==> src/rtl/ltf_pkg.sv <==
package ltf_pkg;
  typedef enum logic [1:0] {
    OP_IDLE   = 2'b00,
    OP_LOAD   = 2'b01,
    OP_WTRAIN = 2'b10,
    OP_RTRAIN = 2'b11
  } ltf_op_e;
endpackage

==> src/rtl/ltf_lane_spread.sv <==
module ltf_lane_spread #(
  parameter int IN_W  = 11,
  parameter int OUT_W = 32
) (
  input  logic [IN_W-1:0]  val_i,
  output logic [OUT_W-1:0] lanes_o
);
  for (genvar j = 0; j < OUT_W; j++) begin : g_lane
    assign lanes_o[j] = val_i[j % IN_W];
  end
endmodule

==> src/rtl/ltf_wrap_ptr.sv <==
module ltf_wrap_ptr #(
  parameter int DEPTH = 6,
  parameter int PTR_W = $clog2(DEPTH)
) (
  input  logic             clk_i,
  input  logic             rst_ni,
  input  logic             adv_i,
  output logic [PTR_W-1:0] ptr_o
);
  localparam logic [PTR_W-1:0] LAST = PTR_W'(DEPTH - 1);

  always_ff @(posedge clk_i or negedge rst_ni) begin
    if (!rst_ni)    ptr_o <= '0;
    else if (adv_i) ptr_o <= (ptr_o == LAST) ? '0 : ptr_o + 1'b1;
  end
endmodule

==> src/rtl/ltf_beat_store.sv <==
module ltf_beat_store #(
  parameter int DEPTH  = 6,
  parameter int BEATS  = 8,
  parameter int WIDTH  = 32,
  parameter int PTR_W  = $clog2(DEPTH),
  parameter int BEAT_W = $clog2(BEATS)
) (
  input  logic              clk_i,
  input  logic              rst_ni,
  input  logic              we_i,
  input  logic [PTR_W-1:0]  w_ent_i,
  input  logic [BEAT_W-1:0] w_beat_i,
  input  logic [WIDTH-1:0]  w_data_i,
  input  logic [PTR_W-1:0]  r_ent_i,
  input  logic [BEAT_W-1:0] r_beat_i,
  output logic [WIDTH-1:0]  r_data_o
);
  logic [WIDTH-1:0] mem_q [DEPTH][BEATS];

  always_ff @(posedge clk_i or negedge rst_ni) begin
    if (!rst_ni) begin
      for (int e = 0; e < DEPTH; e++)
        for (int b = 0; b < BEATS; b++)
          mem_q[e][b] <= '0;
    end else if (we_i) begin
      mem_q[w_ent_i][w_beat_i] <= w_data_i;
    end
  end

  assign r_data_o = mem_q[r_ent_i][r_beat_i];
endmodule

==> src/rtl/link_trn_fifo.sv <==
module link_trn_fifo
  import ltf_pkg::*;
#(
  parameter int DEPTH  = 6,
  parameter int BEATS  = 8,
  parameter int WIDTH  = 32,
  parameter int BANK_W = 4,
  parameter int ADDR_W = 10
) (
  input  logic              clk_i,
  input  logic              rst_ni,
  input  logic [1:0]        cmd_op_i,
  input  logic [BANK_W-1:0] bank_i,
  input  logic [ADDR_W-1:0] addr_i,
  input  logic              wdata_valid_i,
  input  logic [WIDTH-1:0]  wdata_i,
  output logic              rd_valid_o,
  output logic [WIDTH-1:0]  rd_data_o
);
  localparam int PTR_W  = $clog2(DEPTH);
  localparam int BEAT_W = $clog2(BEATS);
  localparam int LD_W   = ADDR_W + 1;
  localparam logic [BEAT_W-1:0] LAST_BEAT = BEAT_W'(BEATS - 1);

  ltf_op_e op;
  assign op = ltf_op_e'(cmd_op_i);

  logic [PTR_W-1:0]  wr_ptr_q, rd_ptr_q, rd_ent_q;
  logic [BEAT_W-1:0] wbeat_q, rd_beat_q, rd_beat_nx;
  logic              wr_busy_q, rd_busy_q;
  logic              is_load, is_wtr, is_rtr, cap, wr_adv;
  logic [WIDTH-1:0]  ld_lanes, st_wdata, st_rdata;
  logic [BEAT_W-1:0] st_wbeat, st_rbeat;
  logic [PTR_W-1:0]  st_rent;

  assign is_load = (op == OP_LOAD)   && !wr_busy_q;
  assign is_wtr  = (op == OP_WTRAIN) && !wr_busy_q;
  assign is_rtr  = (op == OP_RTRAIN) && !rd_busy_q;
  assign cap     = wr_busy_q && wdata_valid_i;

  ltf_lane_spread #(.IN_W(LD_W), .OUT_W(WIDTH)) u_spread (
    .val_i   ({bank_i[BANK_W-1], addr_i}),
    .lanes_o (ld_lanes)
  );

  assign st_wbeat = is_load ? bank_i[BEAT_W-1:0] : wbeat_q;
  assign st_wdata = is_load ? ld_lanes : wdata_i;
  assign wr_adv   = (is_load && bank_i[BEAT_W-1:0] == LAST_BEAT)
                 || (cap && wbeat_q == LAST_BEAT);

  // write capture sequencing
  always_ff @(posedge clk_i or negedge rst_ni) begin
    if (!rst_ni) begin
      wr_busy_q <= 1'b0;
      wbeat_q   <= '0;
    end else if (is_wtr) begin
      wr_busy_q <= 1'b1;
      wbeat_q   <= '0;
    end else if (cap) begin
      wbeat_q <= wbeat_q + 1'b1;
      if (wbeat_q == LAST_BEAT) wr_busy_q <= 1'b0;
    end
  end

  ltf_wrap_ptr #(.DEPTH(DEPTH)) u_wr_ptr (
    .clk_i, .rst_ni, .adv_i(wr_adv), .ptr_o(wr_ptr_q)
  );

  ltf_wrap_ptr #(.DEPTH(DEPTH)) u_rd_ptr (
    .clk_i, .rst_ni, .adv_i(is_rtr), .ptr_o(rd_ptr_q)
  );

  assign rd_beat_nx = rd_beat_q + 1'b1;
  assign st_rent    = is_rtr ? rd_ptr_q : rd_ent_q;
  assign st_rbeat   = is_rtr ? '0 : rd_beat_nx;

  ltf_beat_store #(.DEPTH(DEPTH), .BEATS(BEATS), .WIDTH(WIDTH)) u_store (
    .clk_i, .rst_ni,
    .we_i     (is_load || cap),
    .w_ent_i  (wr_ptr_q),
    .w_beat_i (st_wbeat),
    .w_data_i (st_wdata),
    .r_ent_i  (st_rent),
    .r_beat_i (st_rbeat),
    .r_data_o (st_rdata)
  );

  // read burst sequencing; outputs registered
  always_ff @(posedge clk_i or negedge rst_ni) begin
    if (!rst_ni) begin
      rd_busy_q <= 1'b0;
      rd_ent_q  <= '0;
      rd_beat_q <= '0;
      rd_data_o <= '0;
    end else if (is_rtr) begin
      rd_busy_q <= 1'b1;
      rd_ent_q  <= rd_ptr_q;
      rd_beat_q <= '0;
      rd_data_o <= st_rdata;
    end else if (rd_busy_q) begin
      if (rd_beat_q == LAST_BEAT) begin
        rd_busy_q <= 1'b0;
        rd_data_o <= '0;
      end else begin
        rd_beat_q <= rd_beat_nx;
        rd_data_o <= st_rdata;
      end
    end
  end

  assign rd_valid_o = rd_busy_q;
endmodule

==> config.mk <==
export PLATFORM = sky130hd
export DESIGN_NAME = link_trn_fifo
export DESIGN_NICKNAME = d
export VERILOG_FILES = /design/src/rtl/ltf_pkg.sv /design/src/rtl/ltf_lane_spread.sv /design/src/rtl/ltf_wrap_ptr.sv /design/src/rtl/ltf_beat_store.sv /design/src/rtl/link_trn_fifo.sv
export SDC_FILE = /design/constraint.sdc
export NUM_CORES = 2
export LEC_CHECK = 0
export BUFFER_PORTS_ARGS = -buffer_cell sky130_fd_sc_hd__buf_2
export CORE_AREA = 10 10 351 353
export DETAILED_ROUTE_END_ITERATION = 7
export DIE_AREA = 0 0 361 363
export MAX_ROUTING_LAYER = met4
export PLACE_DENSITY = 0.79
export SKIP_CTS_REPAIR_TIMING = 1
export SLEW_MARGIN = 20
export SYNTH_ARGS = -nofsm -noshare
export SYNTH_HDL_FRONTEND = slang
export SYNTH_HIERARCHICAL = 1
export SYNTH_SLANG_ARGS = --single-unit
export TNS_END_PERCENT = 20
==> constraint.sdc <==
create_clock -name clk_i -period 3.6 [get_ports clk_i]
set_clock_uncertainty 0.1 [all_clocks]
set_input_delay 0.36 -clock clk_i [delete_from_list [all_inputs] [get_ports clk_i]]
set_output_delay 0.36 -clock clk_i [all_outputs]
set_load 0.05 [all_outputs]
==> key figures <==
Status
  – Status: completed

Clocking
  – Clk pin slew, worst setup/hold paths: 0.06 ns
  – Total CTS buffers: 161
  – Worst-skew pair later-pin latency: 0.77 ns
  – Clock buffer depth: 3
  – CTS tree: built
  – Root Buffer: clkbuf_16
  – CTS sink count: 1585
  – H-tree depth: 4

Route
  – Final WL: 194000 um
  – Vias: 43.1k
  – Final ANT Viol Nets: 0
  – Drt initial violations: 3826
  – Via density per instance: 6.74
  – Wirelength per Cell: 30.4 um
  – DRT Pass-1 Iters: 5
  – Detailed-route DRC error count: 0

Job
  – MaxCap Viol Count: 0

Synthesis
  – Netlist cell types: 49
  – Synth warn: 6
  – Synth Instances: 4767
  – Mapped Nets: 4823
  – Register area share after synthesis: 0.546
  – Mapped Area: 72600 um2
  – Seq cells post-synth: 1585
  – Mean Syn Cell Area: 15.2 um2

Setup path
  – Req. time, crit path: 4.16 ns
  – CP arrival: 4.03 ns
  – Crit path kind: reg -> reg
  – Worst setup SP type: flop
  – Setup crit end kind: flop
  – FF-to-FF path depth: 9
  – Worst-path fanout max: 29
  – Worst r2r src: rd_valid_o
  – R2R Setup Slk: 0.13 ns
  – RR Endpoint: rd_data_o[15]

Timing
  – Max_slew headroom: 0.228
  – Fin. Hold Viols: 0
  – Fin. max-slew vios: 0
  – Max Clock Freq: 289 MHz
  – Final worst slack: 0.135 ns
  – # setup viols final: 0
  – Final Critical Period: 3.47 ns
  – Hold_ws: 0.00252 ns
  – RSZ-0062 raised after global routing: false
  – Period utilisation layout: 0.963
  – Tightest Pin Transition: 1.16 ns

Final layout
  – Most frequent cells in the layout: 1585 x dfrtp_1, 1567 x mux2_2, 288 x mux4_2
  – Most common library cell in the layout ignoring fill and taps: dfrtp_1
  – Layout net count: 4809
  – Share of cells above drive strength 1: 0.520
  – Syn-to-layout area delta: 11.8%
  – # fillers: 7460

Hold path
  – Hold Crit Endpoint: u_wr_ptr/ptr_o[0]
  – Min-delay src: bank_i[1]
  – WHS Path Cells: 4
  – Worst min path class: in -> reg

GRT
  – Global-route wire length before repair: 294000 um
  – Vias in the first global route: 45.5k
  – Antenna violations before repair: 3
  – GR Util All Layers: 0.305
  – Largest net degree at the start of global routing: 165
  – Global route total overflow: 0

Floorplan
  – Top-level port count: 84
  – Core ar.: 116000 um2
  – Initial core utilization: 0.627
  – Full die area: 131000 um2
  – Die W: 361 um
  – Core Rows: 125
  – Die extent in y: 363 um

Power and ir drop
  – Leak: 38.2 nW
  – Peak VDD IR: 0.000577 V
  – Cell Pwr Density: 870 nW/um2
  – Pwr Total: 70.7 mW

Place
  – GPL Wtd Cong: 0.874
  – I/O Buffers: 83
  – Pre-CTS setup slack: -0.160 ns
  – Post-DP HPWL: 117000 um
stage by stage:
stage               utilization  std cells  area, um2  TNS, ns
global route              0.701       6392      81200        0
detailed placement        0.656       6110      76000   -0.377
global placement          0.656       6110      76000   -0.230
CTS                       0.700       6385      81100        0
finish                    0.701       6394      81200        0
floorplan                     -       4767      72600        0
cell usage after synthesis (all sizes together):
cell type  count  area [um2]
o21ai          8        40.0
nand4          2        12.5
a22o          63         587
mux2i        266        2670
buf          276        1460
clkbuf       232         871
a221oi        26         228
a22oi         70         526
or2b           1        7.51
a211oi        32         240
or2            1        6.26
nand3b         2        15.0
or3b           2        17.5
and3b          2        17.5
and3           1        6.26
nand2         70         270
nor2b         41         257
nor2          36         145
inv            1        3.75
o41ai         27         236
a21o           1        7.51
nand2b         6        37.5
mux2        1605       18100
nor4b          1        8.76
and2           3        18.8
a41oi          5        43.8
nor3           7        40.0
dfrtp       1585       39700
ha             5        62.6
xor2           4        35.0
a31o           2        17.5
nor3b          3        27.5
nand3          5        25.0
a21boi         1        7.51
a21oi         87         435
mux4         288        6490
how the worst max path moves through the flow:
| stage | from | end | depth (start not counted) |
|---|---|---|---|
| 3_3_place_gp | cmd_op_i[1] | rd_data_o[16] | 11 |
| 4_1_cts | rd_valid_o | rd_data_o[16] | 9 |
| 5_1_grt | cmd_op_i[0] | rd_data_o[18] | 13 |
| 2_1_floorplan | rd_valid_o | rd_data_o[17] | 10 |
| 3_5_place_dp | cmd_op_i[1] | rd_data_o[16] | 11 |
| 6_report | rd_valid_o | rd_data_o[15] | 9 |
worst max-delay path: stages (launching register included):
cell	delay [ns]
dfrtp_1	0.38
nor2_2	0.16
buf_4	0.25
mux2_8	0.56
buf_12	0.26
mux4_2	0.29
mux2_2	0.30
a221oi_1	0.60
o41ai_1	0.16
a22o_2	0.25
layer usage:
layer  up-vias  share of wire  GRT usage
li1      17600              -          -
met1     23300           0.42      0.413
met2      1734           0.46      0.464
met3       425          0.080     0.0637
met4         0          0.034      0.102
met5         -              0          -
registers in the layout, summed over array words and instances, names as in the netlist:
register / flops
rd_beat_q: 3
u_wr_ptr/ptr_o: 3
rd_valid_o: 1
rd_ent_q: 3
wbeat_q: 3
rd_data_o: 32
u_rd_ptr/ptr_o: 3
wr_busy_q: 1
u_store/mem_q: 1536
power by group:
group	internal, mW	switching (mW)	total [mW]
sequential	23.6	3.20	26.8
clock	9.55	6.87	16.4
combinational	13.6	13.8	27.4
logic make-up (layout without fill, tap and decap cells):
family	Yosys count	in the layout	synth area share
muxes	2159	2159	0.375
DFF	1585	1585	0.546
buffers and inverters	509	607	0.0321
AOI/OAI and AO/OA	322	322	0.0326
and+or+nand+nor	183	183	0.0126
adders and majority gates	5	5	0.000861
xor gates and xnor gates	4	4	0.000482
other	0	5	0
layout make-up:
cell class                      count  area (um2)  share of cell area
Tap cell                         1524        1910              0.0235
Clock buffer                      240        4780              0.0589
Clock inverter                     35         369             0.00454
Timing Repair Buffer              331        3480              0.0428
Antenna cell                        5        12.5            0.000154
Multi-Input combinational cell   2673       31000               0.382
Inverter                            1        3.75           0.0000462
Sequential cell                  1585       39700               0.488
No activity file was read; power rests on OpenSTA's default activity.
